## config.mk

```make
export PLATFORM = sky130hd
export DESIGN_NAME = dual_sem_bank
export DESIGN_NICKNAME = d
export VERILOG_FILES = /design/src/rtl/dual_sem_bank.sv
export SDC_FILE = /design/constraint.sdc
export NUM_CORES = 1
export LEC_CHECK = 0
export ABC_AREA = 1
export BUFFER_PORTS_ARGS = -buffer_cell sky130_fd_sc_hd__buf_2
export CAP_MARGIN = 20
export CORE_AREA = 5 5 85 87
export DETAILED_ROUTE_END_ITERATION = 8
export DIE_AREA = 0 0 90 92
export GPL_TIMING_DRIVEN = 0
export PLACE_DENSITY = 0.56
export SKIP_LAST_GASP = 1
export SYNTH_ARGS = -nofsm -noshare
export SYNTH_HDL_FRONTEND = slang
export SYNTH_SLANG_ARGS = --single-unit
```

## constraint.sdc

```tcl
create_clock -name clk -period 1.3 [get_ports clk]
set_input_delay 0.13 -clock clk [delete_from_list [all_inputs] [get_ports clk]]
set_output_delay 0.13 -clock clk [all_outputs]
set_load 0.03 [all_outputs]
```

## src/rtl/dual_sem_bank.sv

```systemverilog
module dual_sem_bank #(
  parameter int NSEM = 8,
  parameter int AW   = 14,
  parameter int DW   = 16
) (
  input  logic          clk,
  input  logic          rst_n,
  input  logic          l_sem_n,
  input  logic          l_mem_ce_n,
  input  logic          l_wr_n,
  input  logic          l_oe_n,
  input  logic [AW-1:0] l_addr,
  input  logic          l_d0,
  output logic [DW-1:0] l_q,
  input  logic          r_sem_n,
  input  logic          r_mem_ce_n,
  input  logic          r_wr_n,
  input  logic          r_oe_n,
  input  logic [AW-1:0] r_addr,
  input  logic          r_d0,
  output logic [DW-1:0] r_q
);
  localparam int SW = $clog2(NSEM);

  logic [NSEM-1:0] lreq, rreq, rtok;
  logic [NSEM-1:0] l_own, r_own;

  wire l_acc = !l_sem_n && l_mem_ce_n;
  wire r_acc = !r_sem_n && r_mem_ce_n;
  wire l_wr  = l_acc && !l_wr_n;
  wire r_wr  = r_acc && !r_wr_n;
  wire l_rd  = l_acc && l_wr_n && !l_oe_n;
  wire r_rd  = r_acc && r_wr_n && !r_oe_n;
  wire [SW-1:0] la = l_addr[SW-1:0];
  wire [SW-1:0] ra = r_addr[SW-1:0];

  assign l_own = lreq & ~(rreq & rtok);
  assign r_own = rreq & ~(lreq & ~rtok);

  for (genvar i = 0; i < NSEM; i++) begin : g_sem
    wire hit_l = l_wr && (la == SW'(i));
    wire hit_r = r_wr && (ra == SW'(i));
    always_ff @(posedge clk or negedge rst_n) begin
      if (!rst_n) begin
        lreq[i] <= 1'b0;
        rreq[i] <= 1'b0;
        rtok[i] <= 1'b0;
      end else begin
        if (hit_l) lreq[i] <= !l_d0;
        if (hit_r) rreq[i] <= !r_d0;
        rtok[i] <= (lreq[i] && rreq[i]) ? rtok[i] : (rreq[i] && !lreq[i]);
      end
    end
  end

  always_ff @(posedge clk or negedge rst_n) begin
    if (!rst_n) begin
      l_q <= '1;
      r_q <= '1;
    end else begin
      if (l_rd) l_q <= {DW{!l_own[la]}};
      if (r_rd) r_q <= {DW{!r_own[ra]}};
    end
  end
endmodule


```

# Word-level counts from Yosys, hierarchy flattened
# Cells that the tools add are included.
# W data, S select, Z words.
[totals] word_cells=113 ff_bits=26 input_bits=40 out_inout_bits=32
[classes] reduce_logical=60 n_eq_ne=14 muxes=4 n_lt_le_gt_ge=2 bitwise_logic=7
[ops] cell="$logic_and A1 B1 Y1" n=40
[ops] cell="$and A8 B8 Y8" n=4
[ops] cell="$eq A3 B3 Y1 const B" n=8
[ops] cell="$not A8 Y8" n=3
[ops] cell="$logic_not A1 Y1" n=18
[ops] cell="$eq A3 B2 Y1 const B" n=4
[ops] cell="$lt A3 B4 Y1 const B" n=2
[ops] cell="$bmux W1 S3" n=2
[ops] cell="$eq A3 B1 Y1 const B" n=2
[ops] cell="$logic_not A3 Y1" n=2
[ops] cell="$mux W1" n=2

# Logic depth before layout (Yosys ltp)
# Gate-level depths: netlist (run 1).
[depth] depth_word=7 depth_mapped=9 mapped_depth_nobuf=9

# Worst setup path after synthesis (run 1)
# Ideal clock, no wire load.
[synth_timing] kind="reg2out" from="register l_q[0] (netlist name)" to="output l_q[10]" t_required_ns=1.170 path_slack_ns=0.217 arrival_ns=0.953 path_stages_with_launch=2 n_path_buf=1 path_cell_list="dfstp_2 -> buf_4"
[synth_lines] element="end, declared" line_no="14" rtl="output logic [DW-1:0] l_q,"
# No word-level cell between the ends.

# Worst setup path after layout (run 1)
[layout_timing] from="register r_q[0] (netlist name)" to="output r_q[14]"
[layout_lines] element="end, declared" line_no="21" rtl="output logic [DW-1:0] r_q"
# No word-level cell between the ends.

==> flow_summary.json, run 1 <==
{
  "cpMostUsedCell": "buf_6",
  "cp_max_fo": 6,
  "antenna_found_initial": 0,
  "vdd_ir_drop_max_mv": 0.722,
  "synth_top_area_share_pct": 38.5,
  "die_y_um": 92,
  "drtIter0Drc": 36,
  "yosysTopAreaCell": "dfrtp_1",
  "max_stage_delay_ns": 0.57,
  "clock-root-buffer": "clkbuf_8",
  "first_pass_iters": 4,
  "synth_top_flop_cell": "dfrtp_1",
  "synthTopCellsByCount": "nand2_1, buf_4, dfrtp_1",
  "maxCapViolations": 0,
  "max_freq_mhz": 748,
  "row_count": 29,
  "startpoint_type": "flop",
  "skew_ns": 0.00305,
  "p_int_uw": 2210,
  "arrival_ns": 1.21,
  "crit_type": "reg -> out",
  "slew_headroom_pct": 60.3,
  "synthArstFlopShare_pct": 100,
  "initial_core_util_pct": 24.9,
  "portBuffers": 47,
  "antenna-diode-count": 0,
  "gp_congestion": 0.745,
  "die_w_um": 90,
  "finalCritPeriodShare_pct": 103,
  "crit_path_top_delay_cell": "dfstp_2",
  "synth.most_common_cell": "nand2_1",
  "ios": 72,
  "swShare_pct": 39.3,
  "syn_to_final_growth_pct": 43.7,
  "critical_path_buf_inv_count": 3,
  "power_frac_comb_pct": 55.0,
  "status": "finished, violations left",
  "p_per_area_nw_per_um2": 1620,
  "worst_pin_slew_ns": 0.595,
  "clk_pin_slew_ns": 0.09,
  "crit_required_ns": 1.17,
  "dp_cells": 322,
  "cp-end-kind": "output port",
  "dieArea_um2": 8280,
  "violations": "negative setup slack",
  "hold_violations": 0,
  "grt_pass1_vias": 1436,
  "setup_ws_ns": -0.0366,
  "holdWs_ns": 0.231,
  "synth_edf_count": 0,
  "htree_levels": 1,
  "detailed_place_hpwl_mm": 2.81,
  "yosysWarnings": 0,
  "wl_per_cell_um": 11.8,
  "routed_wl_mm": 3.94,
  "synth_fp_nets": 238,
  "cp_top_family": "flip-flops",
  "cts_tree": "done",
  "viasPerCell": 4.25,
  "final-setup-viol-count": 27,
  "ys_seq_area_share_pct": 41.9,
  "cts-buffers-inserted": 3,
  "synthCells": 198,
  "clock_path_buffers": 2,
  "ys_types": 18,
  "synth.area.top_cells": "dfrtp_1, buf_4, nand2_1, a21oi_1, a31oi_1",
  "grt_remaining_overflow": 0,
  "r2r_slack_ns": 0.22,
  "slew_viol_final": 0,
  "postRouteAntennaNets": 0,
  "path_cells": "buf_6, buf_4, buf_6",
  "stdcell_count": 334,
  "min_path_type": "in -> reg",
  "ys_ff_latch": 26,
  "switchingPower_uw": 1430,
  "nets": 299,
  "syn-mean-instance-area_um2": 7.88,
  "clock_sinks": 26,
  "vias": 1419,
  "grt_pass1_wl_mm": 6.54,
  "syn_area_um2": 1560,
  "rsz0062_at_grt": "yes",
  "core-area_um2": 6280,
  "clk_latency_ns": 0.27,
  "clock_power_share_pct": 12.7,
  "drc_errors": 0,
  "final.min_clock_period_ns": 1.34,
  "grt_usage_pct": 9.55,
  "p_seq_share_pct": 32.3,
  "drive_gt1_share_pct": 44.4,
  "p_leak_uw": 0.00117,
  "grt_max_degree": 27
}
## worst min-delay path, stage by stage
cell	delay, ns
buf_2	0.11
nor2_2	0.07
a31oi_1	0.15
## worst paths after layout
| kind | from | endpoint | cells past startpoint |
|---|---|---|---|
| max in group asynchronous | rst_n | lreq[4]$_DFFE_PN0P_ | 2 |
| worst min-delay path | r_addr[0] | rreq[0]$_DFFE_PN0P_ | 3 |
| min in group asynchronous | rst_n | rtok[6]$_DFFE_PN0N_ | 2 |
| worst max-delay path | r_q[0]$_DFFE_PN1P_ | r_q[14] | 3 |
| worst max register to register | lreq[7]$_DFFE_PN0P_ | r_q[0]$_DFFE_PN1P_ | 6 |
| worst min register to register | rtok[3]$_DFFE_PN0N_ | rtok[3]$_DFFE_PN0N_ | 2 |
## state kept, by name, summed over array words and instances (netlist names)
name and flops:
rreq 8, lreq 8, rtok 8, l_q 1
r_q 1
## layer usage
layer	global-route usage, %	part of all wire [%]
met5	0	0
met4	3.72	1.5
met3	1.64	3.6
met2	18.5	55
met1	10.2	40
## power groups by stage
stage                     Combinational (µW)  Clock [µW]  Sequential [µW]
final                                   2000         463             1170
after global placement                  1480           0             1230
after CTS                               1970         487             1180
after detailed placement                1490           0             1240
after floorplan                         1120           0             1220
after global routing                    2160         525             1200
## cells in the final DEF (no fill, tap or decap), types with 2 or more instances in the layout
cell type  synthesis  routed
nand2_1           46      46
buf_6              0      43
buf_4             30      26
dfrtp_1           24      24
a21oi_1           20      20
inv_1             18      18
a31oi_1           16      16
buf_2              0      16
inv_2             10      10
nor2_1             7       7
nor2_2             5       5
nand3_1            5       5
nand3_2            4       4
nor2_4             4       4
clkbuf_8           0       3
buf_1              2       2
o21ai_0            2       2
dfstp_2            2       2
## area by class of cell
class / count / area [µm²]
buffer: 32 / 270
tap: 77 / 96.3
timing repair buffer: 56 / 507
fill: 646 / 4040
inverter: 28 / 105
sequential: 26 / 653
clock buffer: 3 / 41.3
multi-input combinational: 112 / 569
## cell families after synthesis
kind of cell	after synthesis	share of synthesized area (%)
and+or+nand+nor	73	22.7
buffers and inverters	60	21.7
AOI/OAI and AO/OA	39	13.8
DFF	26	41.9
## what timing repair did
action / CTS / global route
gates cloned: 0 / 0
gates resized for setup: 68 / 9
hold endpoints to repair: 24 / 0
setup endpoints to repair: 32 / 32
pin swaps: 0 / 0
setup buffers: 8 / 0
hold buffers: 1 / 0
## stage by stage
| step | power [µW] | TNS (ns) | utilization (%) | setup slack, ns | instance area (µm²) |
|---|---|---|---|---|---|
| 3_5_place_dp | 2730 | 0 | 30.1 | 0.144 | 1890 |
| 5_1_grt | 3880 | -2.02 | 35.7 | -0.0806 | 2240 |
| 4_1_cts | 3630 | -0.399 | 35.3 | -0.0200 | 2210 |
| 2_1_floorplan | 2340 | 0 | - | 0.217 | 1560 |
| 3_3_place_gp | 2710 | 0 | 30.1 | 0.171 | 1890 |
| 6_report | 3640 | -0.489 | 35.7 | -0.0366 | 2240 |
No activity file was read; power rests on OpenSTA's default activity.
==> run 2, diff against run 1 <==
clock period = 1.6 ns   (was 1.3 ns; I/O delays follow)
==> run 2 against run 1 <==
  * The run now ends clean
  * Die area did not move
  * Routed wire length fell by 8.4%
  * First-iteration DRC count decreased by 19%
  * Utilization shrank 4.8 points
  * Hold slack improved by 0.031 ns
  * Combinational power fell by 40%
  * Sequential share of layout area increased by 4.5 points
  * Clock-buffer cell count is the same
  * Final cell count decreased by 2.4%
  * Sequential cell count is the same
  * Critical path type unchanged
  * Critical endpoint is now l_q[2]
  * Largest cell class is now flip-flops and latches
  * Largest power group unchanged
==> flow_summary.json, run 2 (synthesis results as in run 1) <==
{
  "die_w_um": 90,
  "worstHoldEndpoint": "rreq[0]$_DFFE_PN0P_",
  "top_regs": "lreq (8), rreq (8), rtok (8)",
  "core-area_um2": 6280,
  "vias": 1359,
  "clock_path_buffers": 2,
  "min_path_type": "in -> reg",
  "cp.depth": 2,
  "multi_input_area_um2": 569,
  "crit_path_top_delay_cell": "dfstp_2",
  "nets": 291,
  "r2r_slack_ns": 0.53,
  "startpoint_type": "flop",
  "hold_violations": 0,
  "maxCapViolations": 0,
  "finalCritPeriodShare_pct": 92.3,
  "viasPerCell": 4.17,
  "first_pass_iters": 4,
  "grt_pass1_wl_mm": 6.09,
  "final.min_clock_period_ns": 1.48,
  "wl_per_cell_um": 11.1,
  "p_leak_uw": 0.00106,
  "crit_type": "reg -> out",
  "cts-buffers-inserted": 3,
  "p_per_area_nw_per_um2": 1320,
  "r2r-end": "r_q[0]$_DFFE_PN1P_",
  "rr_startpoint": "lreq[7]$_DFFE_PN0P_",
  "initial_core_util_pct": 24.9,
  "routed_wl_mm": 3.61,
  "ios": 72,
  "clock-root-buffer": "clkbuf_8",
  "grt_usage_pct": 8.90,
  "vdd_ir_drop_max_mv": 0.454,
  "layout.cells.most_common_list": "buf_2, nand2_1, buf_4, dfrtp_1, a21oi_1",
  "clk_latency_ns": 0.27,
  "final-setup-viol-count": 0,
  "htree_levels": 1,
  "cts_tree": "done",
  "crit_required_ns": 1.44,
  "portBuffers": 47,
  "drive_gt1_share_pct": 42.6,
  "postCtsSetupBuffers": 0,
  "fillers": 669,
  "hold_path_startpoint": "r_addr[0]",
  "rsz0062_at_grt": "no",
  "grt_pass1_vias": 1320,
  "syn_to_final_growth_pct": 24.5,
  "slew_headroom_pct": 60.5,
  "mostFrequentLayoutCell": "buf_2",
  "critical_path_buf_inv_count": 2,
  "antenna-diode-count": 0,
  "reg2reg_depth": 6,
  "die_y_um": 92,
  "cp-end-kind": "output port",
  "row_count": 29,
  "drc_errors": 0,
  "skew_ns": 0.00385,
  "regArea_um2": 653,
  "detailed_place_hpwl_mm": 2.81,
  "status": "complete, no violations",
  "path_cells": "buf_4, buf_2",
  "max_freq_mhz": 677,
  "whs_path_depth": 3,
  "slew_viol_final": 0,
  "worst_pin_slew_ns": 0.592,
  "postRouteAntennaNets": 0,
  "dp_cells": 322,
  "max_stage_delay_ns": 0.70,
  "drtIter0Drc": 29,
  "grt_max_degree": 27,
  "grt_remaining_overflow": 0,
  "antenna_found_initial": 0,
  "cp_max_fo": 17,
  "gp_congestion": 0.745,
  "clk_pin_slew_ns": 0.09,
  "arrival_ns": 1.32,
  "setup_tns_ns": 0,
  "clock_sinks": 26,
  "stdcell_count": 326,
  "cp_top_family": "flip-flops",
  "dieArea_um2": 8280
}
run 2: changes by cell type in the layout (fill, tap and decap cells not counted), sizes merged:
cell	before	now
buf	87	79
run 2: worst min-delay path: cells and delay by family:
family                 cells  cell delay (ns)
buffers and inverters      1             0.11
AOI/OAI and AO/OA          1             0.15
and+or+nand+nor            1             0.07
run 2: per-layer routing:
metal | part of all wire, % | up-vias | GRT usage [%] | wire length [µm]
li1 | - | 711 | - | -
met1 | 43 | 620 | 10.0 | 1550
met2 | 51 | 23 | 16.3 | 1860
met3 | 3.9 | 5 | 1.72 | 140
met4 | 1.7 | 0 | 3.72 | 61
met5 | 0 | - | 0 | 0
run 2: stage by stage:
stage | util, % | area [µm²] | total power (µW) | worst slack [ns] | hold WS [ns]
after floorplan | - | 1560 | 1900 | 0.487 | -0.136
after global placement | 30.1 | 1890 | 2200 | 0.441 | 0.199
after detailed placement | 30.1 | 1890 | 2220 | 0.414 | 0.211
after CTS | 31.0 | 1940 | 2610 | 0.104 | 0.254
after global routing | 31.0 | 1940 | 2760 | 0.0458 | 0.270
final | 31.0 | 1940 | 2560 | 0.123 | 0.262
run 2: layout make-up:
cell class              instances  share of cell area, %
plain buffers                  32                   12.0
clock buffers                   3                   2.12
inverters                      28                   5.41
multi-input cells             112                   29.3
flip-flops and latches         26                   33.6
well taps                      77                   4.96
repair buffers                 48                   12.6
run 2: what timing repair did:
item | CTS | global route
hold buffers | 1 | 0
hold endpoints to repair | 24 | 0
resized for setup | 0 | 0
run 2: power by group:
group          switching, µW  internal, µW  total [µW]
clock                    204           169         373
sequential               147           844         991
combinational            727           473        1200
run 2: worst max-delay path by stage:
stage	startpoint	endpoint	slack, ns
global route	l_q[0]$_DFFE_PN1P_	l_q[12]	0.05
finish	l_q[0]$_DFFE_PN1P_	l_q[2]	0.12
floorplan	l_q[0]$_DFFE_PN1P_	l_q[10]	0.49
global placement	r_q[0]$_DFFE_PN1P_	r_q[11]	0.44
CTS	l_q[0]$_DFFE_PN1P_	l_q[2]	0.10
detailed placement	l_q[0]$_DFFE_PN1P_	l_q[2]	0.41
